**src/rtl/stkseq_pkg.sv**
```systemverilog
package stkseq_pkg;
  localparam int STEP_W = 3;

  typedef enum logic [3:0] {
    C_IMPL  = 4'd0,
    C_PUSHA = 4'd1,
    C_PUSHP = 4'd2,
    C_PULLA = 4'd3,
    C_PULLP = 4'd4,
    C_CALL  = 4'd5,
    C_RETS  = 4'd6,
    C_RETI  = 4'd7,
    C_SWI   = 4'd8
  } iclass_e;

  typedef enum logic [2:0] {
    K_FETCH = 3'd0,
    K_DEAD  = 3'd1,
    K_OPND  = 3'd2,
    K_SWR   = 3'd3,
    K_SRD   = 3'd4,
    K_VEC   = 3'd5
  } bkind_e;

  typedef enum logic [2:0] {
    A_PC  = 3'd0,
    A_SP  = 3'd1,
    A_SP1 = 3'd2,
    A_VLO = 3'd3,
    A_VHI = 3'd4
  } asel_e;

  typedef enum logic [1:0] {
    W_ACC  = 2'd0,
    W_STAT = 2'd1,
    W_PCH  = 2'd2,
    W_PCL  = 2'd3
  } wsel_e;

  typedef struct packed {
    bkind_e kind;
    asel_e  asel;
    wsel_e  wsel;
    logic   sp_up;
    logic   sp_dn;
    logic   pc_inc;
    logic   pc_jump;
    logic   lo_cap;
    logic   ld_a;
    logic   ld_p;
    logic   last;
  } act_t;
endpackage

```
**src/rtl/seq_step.sv**
```systemverilog
module seq_step
  import stkseq_pkg::*;
(
  input  logic              clk,
  input  logic              rst_n,
  input  logic [3:0]        op_class,
  input  logic              last,
  output logic [STEP_W-1:0] step,
  output iclass_e           cls
);
  localparam logic [3:0] MAX_CODE = 4'd8;

  logic [STEP_W-1:0] step_d;
  iclass_e           cls_d;
  logic              cls_en;

  always_comb begin
    step_d = last ? '0 : step + STEP_W'(1);
    cls_en = (step == '0);
    cls_d  = (op_class <= MAX_CODE) ? iclass_e'(op_class) : C_IMPL;
  end

  always_ff @(posedge clk or negedge rst_n) begin
    if (!rst_n) begin
      step <= '0;
      cls  <= C_IMPL;
    end else begin
      step <= step_d;
      if (cls_en) cls <= cls_d;
    end
  end
endmodule

```
**src/rtl/seq_plan.sv**
```systemverilog
module seq_plan
  import stkseq_pkg::*;
(
  input  logic [STEP_W-1:0] step,
  input  iclass_e           cls,
  output act_t              act
);
  always_comb begin
    act = '{kind: K_DEAD, asel: A_PC, wsel: W_ACC, default: 1'b0};
    if (step == '0) begin
      act.kind   = K_FETCH;
      act.pc_inc = 1'b1;
    end else begin
      unique case (cls)
        C_PUSHA, C_PUSHP: begin
          if (step == 3'd2) begin
            act.kind  = K_SWR;
            act.asel  = A_SP;
            act.wsel  = (cls == C_PUSHA) ? W_ACC : W_STAT;
            act.sp_dn = 1'b1;
            act.last  = 1'b1;
          end
        end
        C_PULLA, C_PULLP: begin
          if (step == 3'd2) act.asel = A_SP;
          if (step == 3'd3) begin
            act.kind  = K_SRD;
            act.asel  = A_SP1;
            act.sp_up = 1'b1;
            act.ld_a  = (cls == C_PULLA);
            act.ld_p  = (cls == C_PULLP);
            act.last  = 1'b1;
          end
        end
        C_CALL: begin
          case (step)
            3'd1: begin act.kind = K_OPND; act.pc_inc = 1'b1; act.lo_cap = 1'b1; end
            3'd2: act.asel = A_SP;
            3'd3: begin act.kind = K_SWR; act.asel = A_SP; act.wsel = W_PCH; act.sp_dn = 1'b1; end
            3'd4: begin act.kind = K_SWR; act.asel = A_SP; act.wsel = W_PCL; act.sp_dn = 1'b1; end
            default: begin act.kind = K_OPND; act.pc_jump = 1'b1; act.last = 1'b1; end
          endcase
        end
        C_RETS: begin
          case (step)
            3'd1: act.asel = A_PC;
            3'd2: act.asel = A_SP;
            3'd3: begin act.kind = K_SRD; act.asel = A_SP1; act.sp_up = 1'b1; act.lo_cap = 1'b1; end
            3'd4: begin act.kind = K_SRD; act.asel = A_SP1; act.sp_up = 1'b1; act.pc_jump = 1'b1; end
            default: begin act.pc_inc = 1'b1; act.last = 1'b1; end
          endcase
        end
        C_RETI: begin
          case (step)
            3'd1: act.asel = A_PC;
            3'd2: act.asel = A_SP;
            3'd3: begin act.kind = K_SRD; act.asel = A_SP1; act.sp_up = 1'b1; act.ld_p = 1'b1; end
            3'd4: begin act.kind = K_SRD; act.asel = A_SP1; act.sp_up = 1'b1; act.lo_cap = 1'b1; end
            default: begin
              act.kind = K_SRD; act.asel = A_SP1; act.sp_up = 1'b1;
              act.pc_jump = 1'b1; act.last = 1'b1;
            end
          endcase
        end
        C_SWI: begin
          case (step)
            3'd1: act.asel = A_PC;
            3'd2: begin act.kind = K_SWR; act.asel = A_SP; act.wsel = W_PCH;  act.sp_dn = 1'b1; end
            3'd3: begin act.kind = K_SWR; act.asel = A_SP; act.wsel = W_PCL;  act.sp_dn = 1'b1; end
            3'd4: begin act.kind = K_SWR; act.asel = A_SP; act.wsel = W_STAT; act.sp_dn = 1'b1; end
            3'd5: begin act.kind = K_VEC; act.asel = A_VLO; act.lo_cap = 1'b1; end
            default: begin act.kind = K_VEC; act.asel = A_VHI; act.pc_jump = 1'b1; act.last = 1'b1; end
          endcase
        end
        default: act.last = 1'b1;
      endcase
    end
  end
endmodule

```
**src/rtl/seq_path.sv**
```systemverilog
module seq_path
  import stkseq_pkg::*;
#(
  parameter logic [15:0] RESET_PC   = 16'h0200,
  parameter logic [7:0]  RESET_SP   = 8'hFD,
  parameter logic [7:0]  STACK_PAGE = 8'h01,
  parameter logic [15:0] VECTOR     = 16'hFFFE
) (
  input  logic        clk,
  input  logic        rst_n,
  input  act_t        act,
  input  logic [7:0]  rdata,
  input  logic [7:0]  acc_in,
  input  logic [7:0]  stat_in,
  output logic [15:0] addr,
  output logic [7:0]  wdata,
  output logic [15:0] pc,
  output logic [7:0]  sp
);
  localparam logic [15:0] VECTOR_HI = VECTOR + 16'd1;

  logic [15:0] pc_d;
  logic [7:0]  sp_d;
  logic [7:0]  lo_q;
  logic        pc_en, sp_en, lo_en;

  always_comb begin
    pc_en = act.pc_jump | act.pc_inc;
    pc_d  = act.pc_jump ? {rdata, lo_q} : pc + 16'd1;
    sp_en = act.sp_up | act.sp_dn;
    sp_d  = act.sp_up ? sp + 8'd1 : sp - 8'd1;
    lo_en = act.lo_cap;
    unique case (act.asel)
      A_SP:    addr = {STACK_PAGE, sp};
      A_SP1:   addr = {STACK_PAGE, sp + 8'd1};
      A_VLO:   addr = VECTOR;
      A_VHI:   addr = VECTOR_HI;
      default: addr = pc;
    endcase
    unique case (act.wsel)
      W_STAT:  wdata = stat_in;
      W_PCH:   wdata = pc[15:8];
      W_PCL:   wdata = pc[7:0];
      default: wdata = acc_in;
    endcase
  end

  always_ff @(posedge clk or negedge rst_n) begin
    if (!rst_n) begin
      pc   <= RESET_PC;
      sp   <= RESET_SP;
      lo_q <= '0;
    end else begin
      if (pc_en) pc   <= pc_d;
      if (sp_en) sp   <= sp_d;
      if (lo_en) lo_q <= rdata;
    end
  end
endmodule

```
**src/rtl/stack_seq.sv**
```systemverilog
module stack_seq
  import stkseq_pkg::*;
#(
  parameter logic [15:0] RESET_PC   = 16'h0200,
  parameter logic [7:0]  RESET_SP   = 8'hFD,
  parameter logic [7:0]  STACK_PAGE = 8'h01,
  parameter logic [15:0] VECTOR     = 16'hFFFE
) (
  input  logic        clk,
  input  logic        rst_n,
  input  logic [3:0]  op_class,
  input  logic [7:0]  bus_rdata,
  input  logic [7:0]  acc_in,
  input  logic [7:0]  stat_in,
  output logic [15:0] bus_addr,
  output logic        bus_rd,
  output logic        bus_we,
  output logic [7:0]  bus_wdata,
  output logic [2:0]  bus_kind,
  output logic        load_acc,
  output logic        load_stat,
  output logic        instr_done,
  output logic [15:0] pc_o,
  output logic [7:0]  sp_o
);
  logic [STEP_W-1:0] step;
  iclass_e           cls;
  act_t              act;

  seq_step u_step (
    .clk      (clk),
    .rst_n    (rst_n),
    .op_class (op_class),
    .last     (act.last),
    .step     (step),
    .cls      (cls)
  );

  seq_plan u_plan (
    .step (step),
    .cls  (cls),
    .act  (act)
  );

  seq_path #(
    .RESET_PC   (RESET_PC),
    .RESET_SP   (RESET_SP),
    .STACK_PAGE (STACK_PAGE),
    .VECTOR     (VECTOR)
  ) u_path (
    .clk     (clk),
    .rst_n   (rst_n),
    .act     (act),
    .rdata   (bus_rdata),
    .acc_in  (acc_in),
    .stat_in (stat_in),
    .addr    (bus_addr),
    .wdata   (bus_wdata),
    .pc      (pc_o),
    .sp      (sp_o)
  );

  assign bus_kind   = act.kind;
  assign bus_we     = (act.kind == K_SWR);
  assign bus_rd     = (act.kind != K_SWR);
  assign load_acc   = act.ld_a;
  assign load_stat  = act.ld_p;
  assign instr_done = act.last;
endmodule

```
**config.mk**
```make
export PLATFORM = sky130hd
export DESIGN_NAME = stack_seq
export DESIGN_NICKNAME = d
export VERILOG_FILES = /design/src/rtl/stkseq_pkg.sv /design/src/rtl/seq_step.sv /design/src/rtl/seq_plan.sv /design/src/rtl/seq_path.sv /design/src/rtl/stack_seq.sv
export SDC_FILE = /design/constraint.sdc
export NUM_CORES = 1
export LEC_CHECK = 0
export BUFFER_PORTS_ARGS = -buffer_cell sky130_fd_sc_hd__buf_2
export CORE_MARGIN = 1.5
export CORE_UTILIZATION = 50
export CTS_CLUSTER_DIAMETER = 100
export DETAILED_ROUTE_END_ITERATION = 10
export PLACE_DENSITY = 0.77
export SYNTH_ARGS = -nofsm -noshare
export SYNTH_HDL_FRONTEND = slang
export SYNTH_SLANG_ARGS = --single-unit
```
**constraint.sdc**
```tcl
create_clock -name clk -period 3 [get_ports clk]
set_input_delay 0.45 -clock clk [delete_from_list [all_inputs] [get_ports clk]]
set_output_delay 0.45 -clock clk [all_outputs]
set_load 0.1 [all_outputs]
```
[Yosys cells after proc, flatten, opt, wreduce, memory -nomap -nowiden]
Index checks and enable logic that the tools add are counted.
Word-level totals
  bits in read-only memories: 0
  word-level logic and storage cells: 87
  memories: 0
  input bits: 30
  latch bits: 0
  flip-flop bits (word level): 39
  output and inout bits: 56
  bits in writable memories: 0
Operators by class
  muxes and demuxes: 44
  shift-type cells: 0
  divide/modulo/power cells: 0
  reductions and logical operators: 9
  equal/unequal tests: 22
  add/sub/neg operators: 4
  magnitude comparators: 1
  multiply operators: 0
  bitwise gates (word level): 2
Operators with widths (number)
  16-bit one-hot mux with 4 select lines: 1
  6-bit one-hot mux with 6 select lines: 1
  8-bit one-hot mux with 3 select lines: 1
  16-bit by 1-bit adder with 16-bit output, second input constant: 1
  4-bit by 3-bit == test with 1-bit output, second input constant: 4
  16-bit two-way mux: 1
  2-bit one-hot mux with 2 select lines: 4
  3-bit by 2-bit == test with 1-bit output, second input constant: 5
  1-bit two-way mux: 15
  3-bit two-way mux: 5
  7-bit two-way mux: 2
  2-bit one-hot mux with 3 select lines: 2
  3-bit == test, second input constant: 3
  3-bit one-hot mux with 3 select lines: 1
  8-bit by 1-bit adder with 8-bit output, second input constant: 1
  4-bit by 2-bit == test with 1-bit output, second input constant: 2
  8-bit two-way mux: 1
  2-bit one-hot mux with 4 select lines: 1
  2-bit OR reduction: 4
  8-bit by 1-bit subtractor with 8-bit output, second input constant: 1
  3-bit by 1-bit == test with 1-bit output, second input constant: 2
  6-bit two-way mux: 1
  1-bit one-hot mux with 3 select lines: 2
  3-bit one-hot mux with 2 select lines: 1
  16 further kinds: 20

[Logic depth before layout (Yosys ltp)]
Gate-level depths: netlist of run 1.
  depth in word-level cells: 7
  gate-level depth with buffers: 12
  mapped depth without buffers: 9

[Modules after synthesis]
From an unflattened synthesis of run 1, not the netlist that was laid out.
Second synthesis, totals
  cells, all modules: 407
  area total of the unflattened synthesis: 3428.3 um^2
Modules (own cells, without submodules)
  seq_path: times used 1, area each 2356.0 um^2, sequential area each 810.8 um^2, cells each 257
  seq_plan: times used 1, area each 716.9 um^2, sequential area each 0.0 um^2, cells each 124
  seq_step: times used 1, area each 339.1 um^2, sequential area each 175.2 um^2, cells each 24
  stack_seq: times used 1, area each 16.3 um^2, sequential area each 0.0 um^2, cells each 2

[Least setup slack after synthesis of run 1]
Ideal clock, no wire load.
  kind: reg2out
  start point: register u_step.step[2]
  end point: output port bus_addr[0]
  arrival: 5.491 ns
  required time: 2.550 ns
  slack: -2.941 ns
  buffers on the path: 2
  stages on the path, launching flop included: 10
  cells stage by stage: dfrtp_1 -> clkbuf_1 -> buf_2 -> inv_1 -> ha_1 -> a21oi_1 -> o32ai_1 -> nor3_1 -> o22ai_1 -> o311ai_0
On the way
  cells in the longest elaborated chain, start to end: 7
  elaborated cells between the ends (all ways): 22
  those cells by class: 9 x eq/ne; 10 x mux; 3 x reduce/logical
Ends and longest elaborated chain
  start: declaration: RTL line seq_step.sv:8  | output logic [STEP_W-1:0] step,
  start signal: assignment: RTL line seq_step.sv:28  | step <= step_d;
  3-bit == test (tied with other cells): RTL line seq_plan.sv:36, seq_plan.sv:45, seq_plan.sv:66
  3-bit OR reduction (no source line) (tied with other cells)
  3-bit one-hot mux with 3 select lines (tied with other cells): RTL line seq_plan.sv:66  | case (step)
  6-bit one-hot mux with 6 select lines: RTL line seq_plan.sv:14  | unique case (cls)
  7-bit two-way mux *: RTL line seq_plan.sv:10  | if (step == '0) begin
  3-bit == test (tied with other cells): RTL line seq_path.sv:33  | unique case (act.asel)
  16-bit one-hot mux with 4 select lines *: RTL line seq_path.sv:33
  end: declaration: RTL line stack_seq.sv:15  | output logic [15:0] bus_addr,
Mark *: on every way between the ends. The rest lies on a longest branch, timed or not.

[Worst setup path after layout of run 1]
  start point: register u_step.step[0]
  end point: output port bus_addr[6]
The elaborated chain is that of the path after synthesis.

==> impl_metrics.csv, run 1 <==
group,metric,value,unit
clock_network,cts_root_buffer,"clkbuf_8",
synthesis,yosysUniqueCellTypes,67,
floorplanning,start_util,0.521,
clock_network,clock_tree.buffer_depth,2,
run_status,violations,"DRC, setup timing",
detailed_routing,wl_met2,6.42,mm
synthesis,synth_common_cells,"nor2_1, dfrtp_1, a21oi_1",
synthesis,synthTopCellsByArea,"dfrtp_1, mux2i_1, dfstp_2",
synthesis,yosysTopAreaCell,"dfrtp_1",
clock_network,clock_latency,0.30,ns
placed_design,gp_congestion,1.01,
floorplanning,die_area,7190,µm²
floorplanning,io_pins,86,
sta,hold_viol,0,
sta,period_share,1.09,
clock_network,cts_tree,"yes",
sta,rsz0062_at_grt,"true",
critical_path,rr_startpoint,"u_step.step[0]",
critical_path,r2r_slack,0.25,ns
floorplanning,die_x,84.8,µm
synthesis,yosysMostFrequentCell,"nor2_1",
clock_network,cts_max_level,2,
synthesis,yosysTopAreaCellShare,0.232,
clock_network,cts_sinks,39,
grt,grt_pass1_vias,3661,
synthesis,syn_area,3350,µm²
grt,grt_usage,0.320,
sta,relSlewSlack,0.402,
detailed_routing,met3_length,1.27,mm
detailed_routing,drc,6,
detailed_routing,via_count,3983,
detailed_routing,post_drt_wl_per_cell,22.2,µm
clock_network,cts_buffers,5,
detailed_routing,detailedRoute.firstIterationViolations,532,
detailed_routing,first_pass_iters,8,
critical_path,critPathArrivalTime,2.83,ns
synthesis,syn_avg_cell_area,8.54,µm²
placed_design,dp_slack,0.0174,ns
grt,grt_pass1_wl,18.2,mm
critical_path,endpoint_kind,"output port",
sta,maxSlewViolCount,0,
placed_design,io_buffer_count,85,
final_layout,drive_gt1_frac,0.511,
sta,final.setup.worst_slack,-0.282,ns
detailed_routing,ant_nets,0,
detailed_routing,via_per_inst,6.63,
detailed_routing,m1WireLength,4.89,mm
grt,grt_antenna_before_repair,1,
critical_path,critPathSlowestCell,"dfrtp_2",
detailed_routing,highest_layer,"met4",
final_layout,final_nets,562,
synthesis,async_reset_ff_frac,1.00,
floorplanning,core_area,6420,µm²
critical_path,critPathMaxFanout,6,
synthesis,synth-main-ff-cell,"dfrtp_1",
synthesis,syn_nets,432,
grt,grt_max_degree,40,
floorplanning,die_h,84.8,µm
sta,worstMarginPinSlew,0.898,ns
critical_path,reg2reg_to,"u_path.pc[4]",
run_status,status,"finished with violations",
critical_path,cp_cell_sequence,"inv_4, ha_4, mux2_4, a311oi_4, a2bb2oi_4, xnor2_2, o21ai_1, nand3_2, buf_12",
critical_path,slowest_delay,0.46,ns
sta,finClkSkew,0.0103,ns
job,drv_cap,0,
detailed_routing,wl,13.3,mm
placed_design,dpl.hpwl,7.73,mm
final_layout,areaGrowthSynthToFinish,61.8,%
critical_path,cp_data_required_time,2.55,ns
synthesis,synth_edf_count,0,
synthesis,ys_ff_latch,39,
critical_path,ff2ff_path_depth,10,
synthesis,synth.yosys.seq_area_share,0.295,
synthesis,syn_inst,392,
grt,grt-ovfl-total,0,
critical_path,cp-start-kind,"register",
min_path,hold_path_class,"in2async",
clock_network,clkTransAtPathRegs,0.08,ns
sta,fmax,305,MHz
floorplanning,rows,29,
sta,fin_crit,3.28,ns
synthesis,yosys_warnings,0,
sta,setup_viol,26,
critical_path,crit_type,"reg2out",
through the flow:
stage	hold slack [ns]	cells	area (µm²)	setup TNS (ns)	util
after floorplan	0.154	392	3650	-2.71	-
after global placement	0.488	559	4670	0	0.727
after detailed placement	0.497	559	4670	0	0.727
after CTS	0.293	587	5170	-0.852	0.805
after global routing	0.349	601	5410	-5.87	0.843
final	0.276	601	5410	-4.17	0.843
cell families after synthesis:
group / count (synthesis) / synth area share
AND/OR/NAND/NOR: 138 / 0.223
AO/OA/AOI/OAI: 106 / 0.222
buffers and inverters: 40 / 0.0520
flip-flops: 39 / 0.295
multiplexers: 34 / 0.105
XOR/XNOR: 25 / 0.0654
adder cells (fa/ha/maj): 10 / 0.0374
routing by layer:
| metal | GRT usage | up-vias |
|---|---|---|
| met1 | 0.415 | 1872 |
| met3 | 0.0545 | 77 |
| li1 | - | 1719 |
| met2 | 0.531 | 315 |
| met4 | 0.133 | 0 |
| met5 | 0 | - |
layout by cell type, fill, tap and decap left out, types with 10 or more instances in the layout:
master	n
buf_2	56
buf_4	47
nor2_1	34
buf_12	26
a21oi_1	24
dfrtp_1	23
nand2_1	16
xor2_1	15
mux2i_1	12
inv_1	11
o21ai_0	11
nor3_1	10
flip-flops by register name, summed over array words and instances, names as in the netlist:
signal	count
u_path.pc	16
u_path.lo_q	8
u_path.sp	8
u_step.cls	4
u_step.step	3
what timing repair did:
item,4_1_cts,5_1_grt
pin swaps,19,9
setup buffers,18,13
setup endpoints to repair,26,44
resized for setup,62,29
gates cloned,2,1
hold buffers,0,0
how the worst max path moves through the flow:
stage / start / endpoint / slack (ns)
finish: u_step.step[0] / bus_addr[6] / -0.28
global route: u_step.step[0] / bus_addr[0] / -0.33
CTS: u_step.step[0] / bus_addr[4] / -0.13
detailed placement: u_step.step[0] / bus_addr[3] / 0.02
global placement: u_step.step[0] / bus_addr[3] / 0.07
floorplan: u_step.step[2] / bus_addr[3] / -0.70
layout make-up:
| type | count | area, µm² |
|---|---|---|
| multi-input combinational | 315 | 2800 |
| inverter | 16 | 70.1 |
| clock buffer | 5 | 68.8 |
| timing repair buffer | 145 | 1360 |
| antenna | 1 | 2.50 |
| clock inverter | 3 | 20.0 |
| sequential | 39 | 996 |
| tap | 77 | 96.3 |
| fill | 324 | 1010 |
critical path: cells and delay by family (launching register included):
| kind | cells | cell delay [ns] |
|---|---|---|
| AOI/OAI and AO/OA | 3 | 1.01 |
| xor gates and xnor gates | 1 | 0.15 |
| adders and majority gates | 1 | 0.16 |
| buffers and inverters | 2 | 0.28 |
| DFF | 1 | 0.46 |
| muxes | 1 | 0.30 |
| and+or+nand+nor | 1 | 0.17 |
Power of run 1 is not shown: default switching activity piles up to over one toggle a cycle in this logic, so the estimate is an artifact.
==> inputs of run 2 (changes only) <==
CORE_ASPECT_RATIO = 1.25   (was unset)
SKIP_CTS_REPAIR_TIMING = 1   (was unset)
==> run 2 against run 1 <==
The flow finishes with violations (setup timing). Core utilization shrank 5.2 points. Hold slack got worse by 0.0094 ns. Critical path depth increased by 1. Setup slack improved by 0.12 ns. Die area hardly changed. Register-to-register slack improved by 0.07 ns. Clock skew decreased by 0.0043 ns. Global-route usage decreased by 3.2 points. Non-clock buffer count down 18. Via count down 8.8%. Critical endpoint is now bus_addr[1].
==> impl_metrics.csv, run 2 (synthesized netlist as in run 1, its figures left out) <==
group,metric,value,unit
run_status,status,"finished with violations",
run_status,violations,"setup timing",
sta,final.setup.worst_slack,-0.165,ns
sta,maxSlewViolCount,0,
sta,fmax,316,MHz
sta,hold_viol,0,
clock_network,cts_buffers,5,
grt,grt_antenna_before_repair,0,
min_path,hold_path_class,"in2async",
detailed_routing,wl_met2,5.63,mm
clock_network,cts_tree,"yes",
detailed_routing,via_count,3632,
detailed_routing,post_drt_wl_per_cell,18.5,µm
detailed_routing,highest_layer,"met4",
sta,worstMarginPinSlew,0.889,ns
final_layout,top_register,"u_path.pc",
detailed_routing,ant_nets,0,
floorplanning,core_area,6520,µm²
detailed_routing,wl,10.9,mm
floorplanning,die_area,7200,µm²
final_layout,layout_commonest_cell,"buf_2",
floorplanning,start_util,0.513,
final_layout,n_fill_cell,444,
critical_path,cp_data_required_time,2.55,ns
sta,rsz0062_at_grt,"true",
placed_design,gp_congestion,0.904,
grt,grt_pass1_vias,3348,
sta,setup_viol,18,
final_layout,final_nets,542,
floorplanning,die_x,76.2,µm
clock_network,clock_latency,0.30,ns
final_layout,reg_top3,"u_path.pc x16, u_path.lo_q x8, u_path.sp x8",
detailed_routing,detailedRoute.firstIterationViolations,205,
clock_network,clock_tree.buffer_depth,2,
sta,period_share,1.06,
grt,grt_max_degree,40,
sta,fin_crit,3.17,ns
critical_path,critPathMaxFanout,7,
grt,grt_usage,0.287,
clock_network,cts_max_level,2,
final_layout,final_util,0.791,
critical_path,crit_type,"reg2out",
final_layout,antennaDiodeCount,0,
placed_design,io_buffer_count,85,
final_layout,layout_common_cells,"buf_2, buf_4, nor2_1",
detailed_routing,met3_length,597,µm
sta,finClkSkew,0.00603,ns
placed_design,dpl.hpwl,7.86,mm
clock_network,cts_sinks,39,
job,drv_cap,0,
detailed_routing,drc,0,
detailed_routing,via_per_inst,6.16,
critical_path,endpoint_kind,"output port",
clock_network,cts_root_buffer,"clkbuf_8",
final_layout,largest_reg_flops,16,
clock_network,clkTransAtPathRegs,0.08,ns
placed_design,place_area,4680,µm²
final_layout,drive_gt1_frac,0.481,
detailed_routing,m1WireLength,4.35,mm
final_layout,final_cell_area,5160,µm²
final_layout,areaGrowthSynthToFinish,54.1,%
critical_path,critPathArrivalTime,2.72,ns
floorplanning,io_pins,86,
floorplanning,rows,33,
detailed_routing,first_pass_iters,5,
grt,grt_pass1_wl,16.5,mm
critical_path,cp-start-kind,"register",
floorplanning,die_h,94.5,µm
grt,grt-ovfl-total,0,
sta,relSlewSlack,0.408,
[run 2: cell count changes in the layout (fill, tap and decap cells not counted), moves of 3 or more]
cell,previous run,this run
buf_4,47,39
buf_6,9,1
mux2i_1,12,9
mux2i_2,4,8
[run 2: worst paths after layout]
path	depth (start not counted)	slack, ns	startpoint	endpoint
worst max-delay path	10	-0.17	u_step.step[1]	bus_addr[1]
worst min register to register	1	0.52	u_path.lo_q[0]	u_path.lo_q[0]
max in group asynchronous	1	2.12	rst_n	u_step.step[1]
worst max register to register	8	0.32	u_step.step[1]	u_path.sp[1]
worst min-delay path	1	0.27	rst_n	u_path.sp[1]
min in group clk	2	0.39	bus_rdata[7]	u_path.lo_q[7]
[run 2: final cells by class]
type / instances / area [µm²] / area share
multi-input cells: 313 / 2720 / 0.527
repair buffers: 127 / 1180 / 0.230
flip-flops and latches: 39 / 993 / 0.193
well taps: 87 / 109 / 0.0211
clock buffers: 5 / 68.8 / 0.0133
inverters: 16 / 65.1 / 0.0126
clock inverters: 3 / 20.0 / 0.00388
[run 2: worst max-delay path, cell delays in order (launching register included)]
cell       delay, ns
dfrtp_2         0.46
ha_2            0.20
ha_4            0.20
nand2b_4        0.16
a211oi_4        0.34
o2bb2ai_4       0.22
buf_4           0.16
o21a_1          0.10
a21oi_1         0.04
o211ai_1        0.31
buf_12          0.22
[run 2: stage by stage]
step           setup WS [ns]  hold slack [ns]  std cells  TNS, ns
5_1_grt               -0.295            0.337        590    -4.24
6_report              -0.165            0.267        590    -2.01
3_3_place_gp           0.100            0.485        568        0
2_1_floorplan         -0.701            0.154        392    -2.71
4_1_cts               -0.322            0.303        576    -6.00
3_5_place_dp         0.00840            0.498        568        0
[run 2: routing by layer]
layer,vias up,global-route usage
li1,1663,-
met1,1780,0.361
met2,159,0.488
met3,30,0.0425
met4,0,0.140
met5,-,0
Power of run 2 is left out for the same reason.
==> inputs of run 3 (changes only) <==
RECOVER_POWER = 50   (was unset)
==> run 3 against run 2 <==
The flow finishes with violations (capacitance limit, slew limit, setup timing). Sequential share of layout area up 0.075 points. Sequential cell count unchanged. Routed wire length is 0.35% lower. Cell area is 0.39% lower. Non-clock buffer count unchanged. Setup slack got worse by 0.0052 ns. Via count decreased by 0.63%. Global-route usage stayed put.
==> impl_metrics.csv, run 3 (synthesized netlist as in run 1, its figures left out) <==
group,metric,value,unit
detailed_routing,via_per_inst,6.12,
job,drv_cap,1,
floorplanning,core_area,6520,µm²
sta,rsz0062_at_grt,"true",
final_layout,drive_gt1_frac,0.449,
grt,grt_max_degree,40,
grt,grt_pass1_vias,3348,
placed_design,gp_congestion,0.904,
floorplanning,die_x,76.2,µm
grt,grt-ovfl-total,0,
final_layout,areaGrowthSynthToFinish,53.5,%
min_path,min_to,"u_path.lo_q[7]",
sta,finClkSkew,0.00702,ns
sta,period_share,1.06,
clock_network,cts_root_buffer,"clkbuf_8",
clock_network,cts_sinks,39,
clock_network,cts_buffers,5,
grt,grt_usage,0.287,
clock_network,cts_max_level,2,
final_layout,reg_top3,"u_path.pc x16, u_path.lo_q x8, u_path.sp x8",
final_layout,antennaDiodeCount,0,
floorplanning,io_pins,86,
critical_path,critPathArrivalTime,2.72,ns
critical_path,reg2reg_to,"u_path.sp[1]",
clock_network,clkTransAtPathRegs,0.09,ns
placed_design,dpl.hpwl,7.86,mm
sta,worstMarginPinSlew,2.11,ns
final_layout,layout_commonest_cell,"buf_2",
final_layout,top_register,"u_path.pc",
floorplanning,rows,33,
sta,fmax,315,MHz
sta,final.setup.worst_slack,-0.171,ns
grt,grt_pass1_wl,16.5,mm
run_status,status,"finished with violations",
sta,hold_viol,0,
critical_path,crit_type,"reg2out",
critical_path,critPathMaxFanout,7,
sta,worst_hold_slack,0.391,ns
critical_path,cp-start-kind,"register",
sta,relSlewSlack,-0.410,
clock_network,clock_tree.buffer_depth,2,
sta,maxSlewViolCount,40,
critical_path,rr_startpoint,"u_step.step[1]",
final_layout,largest_reg_flops,16,
floorplanning,start_util,0.513,
clock_network,cts_tree,"yes",
sta,setup_viol,18,
placed_design,place_area,4680,µm²
grt,grt_antenna_before_repair,0,
final_layout,final_cell_area,5140,µm²
detailed_routing,drc,0,
detailed_routing,detailedRoute.firstIterationViolations,204,
final_layout,final_nets,542,
min_path,hold_path_class,"in2reg",
detailed_routing,via_count,3609,
min_path,min_from,"bus_rdata[7]",
detailed_routing,ant_nets,0,
detailed_routing,post_drt_wl_per_cell,18.4,µm
critical_path,endpoint_kind,"output port",
placed_design,dp_slack,0.00840,ns
detailed_routing,first_pass_iters,5,
critical_path,r2r_slack,0.34,ns
floorplanning,die_h,94.5,µm
min_path,whs_path_depth,2,
run_status,violations,"capacitance limit, slew limit, setup timing",
final_layout,layout_common_cells,"buf_2, buf_4, nor2_1",
floorplanning,die_area,7200,µm²
critical_path,cp_data_required_time,2.55,ns
sta,fin_crit,3.17,ns
clock_network,clock_latency,0.30,ns
placed_design,io_buffer_count,85,
detailed_routing,wl,10.9,mm
critical_path,ff2ff_path_depth,8,
[run 3: worst max-delay path by stage]
stage	start	endpoint	cells after the start
after floorplan	u_step.step[2]	bus_addr[3]	11
after global placement	u_step.cls[0]	bus_wdata[1]	8
after detailed placement	u_step.step[0]	bus_addr[5]	9
after CTS	u_step.cls[0]	bus_wdata[2]	8
after global routing	u_step.step[0]	bus_addr[3]	9
final	u_step.step[0]	bus_addr[11]	10
[run 3: per-stage QoR]
stage                      util  setup TNS (ns)  instances
after CTS                 0.731           -6.00        576
final                     0.787           -2.05        590
after detailed placement  0.718               0        568
after global placement    0.718               0        568
after global routing      0.787           -4.24        590
after floorplan               -           -2.71        392
[run 3: worst max-delay path, cell delays in order, from the launching register on]
cell	delay, ns
dfrtp_1	0.41
inv_2	0.11
ha_4	0.17
mux2_4	0.30
a311oi_4	0.39
a2bb2oi_4	0.28
buf_4	0.16
o31ai_2	0.06
buf_4	0.16
a21o_2	0.21
buf_12	0.17
[run 3: cell type report]
| type | count | area (µm²) |
|---|---|---|
| flip-flops and latches | 39 | 993 |
| multi-input cells | 313 | 2720 |
| clock inverters | 3 | 20.0 |
| clock buffers | 5 | 68.8 |
| repair buffers | 127 | 1160 |
| fillers | 454 | 1390 |
| inverters | 16 | 65.1 |
| well taps | 87 | 109 |
[run 3: metal layers]
metal / wire (µm) / part of all wire / up-vias / global-route usage
met3: 635 / 0.059 / 31 / 0.0425
met4: 291 / 0.027 / 0 / 0.140
met2: 5590 / 0.52 / 191 / 0.488
met1: 4330 / 0.40 / 1729 / 0.361
li1: - / - / 1658 / -
met5: 0 / 0 / - / 0
Power of run 3 is left out for the same reason.
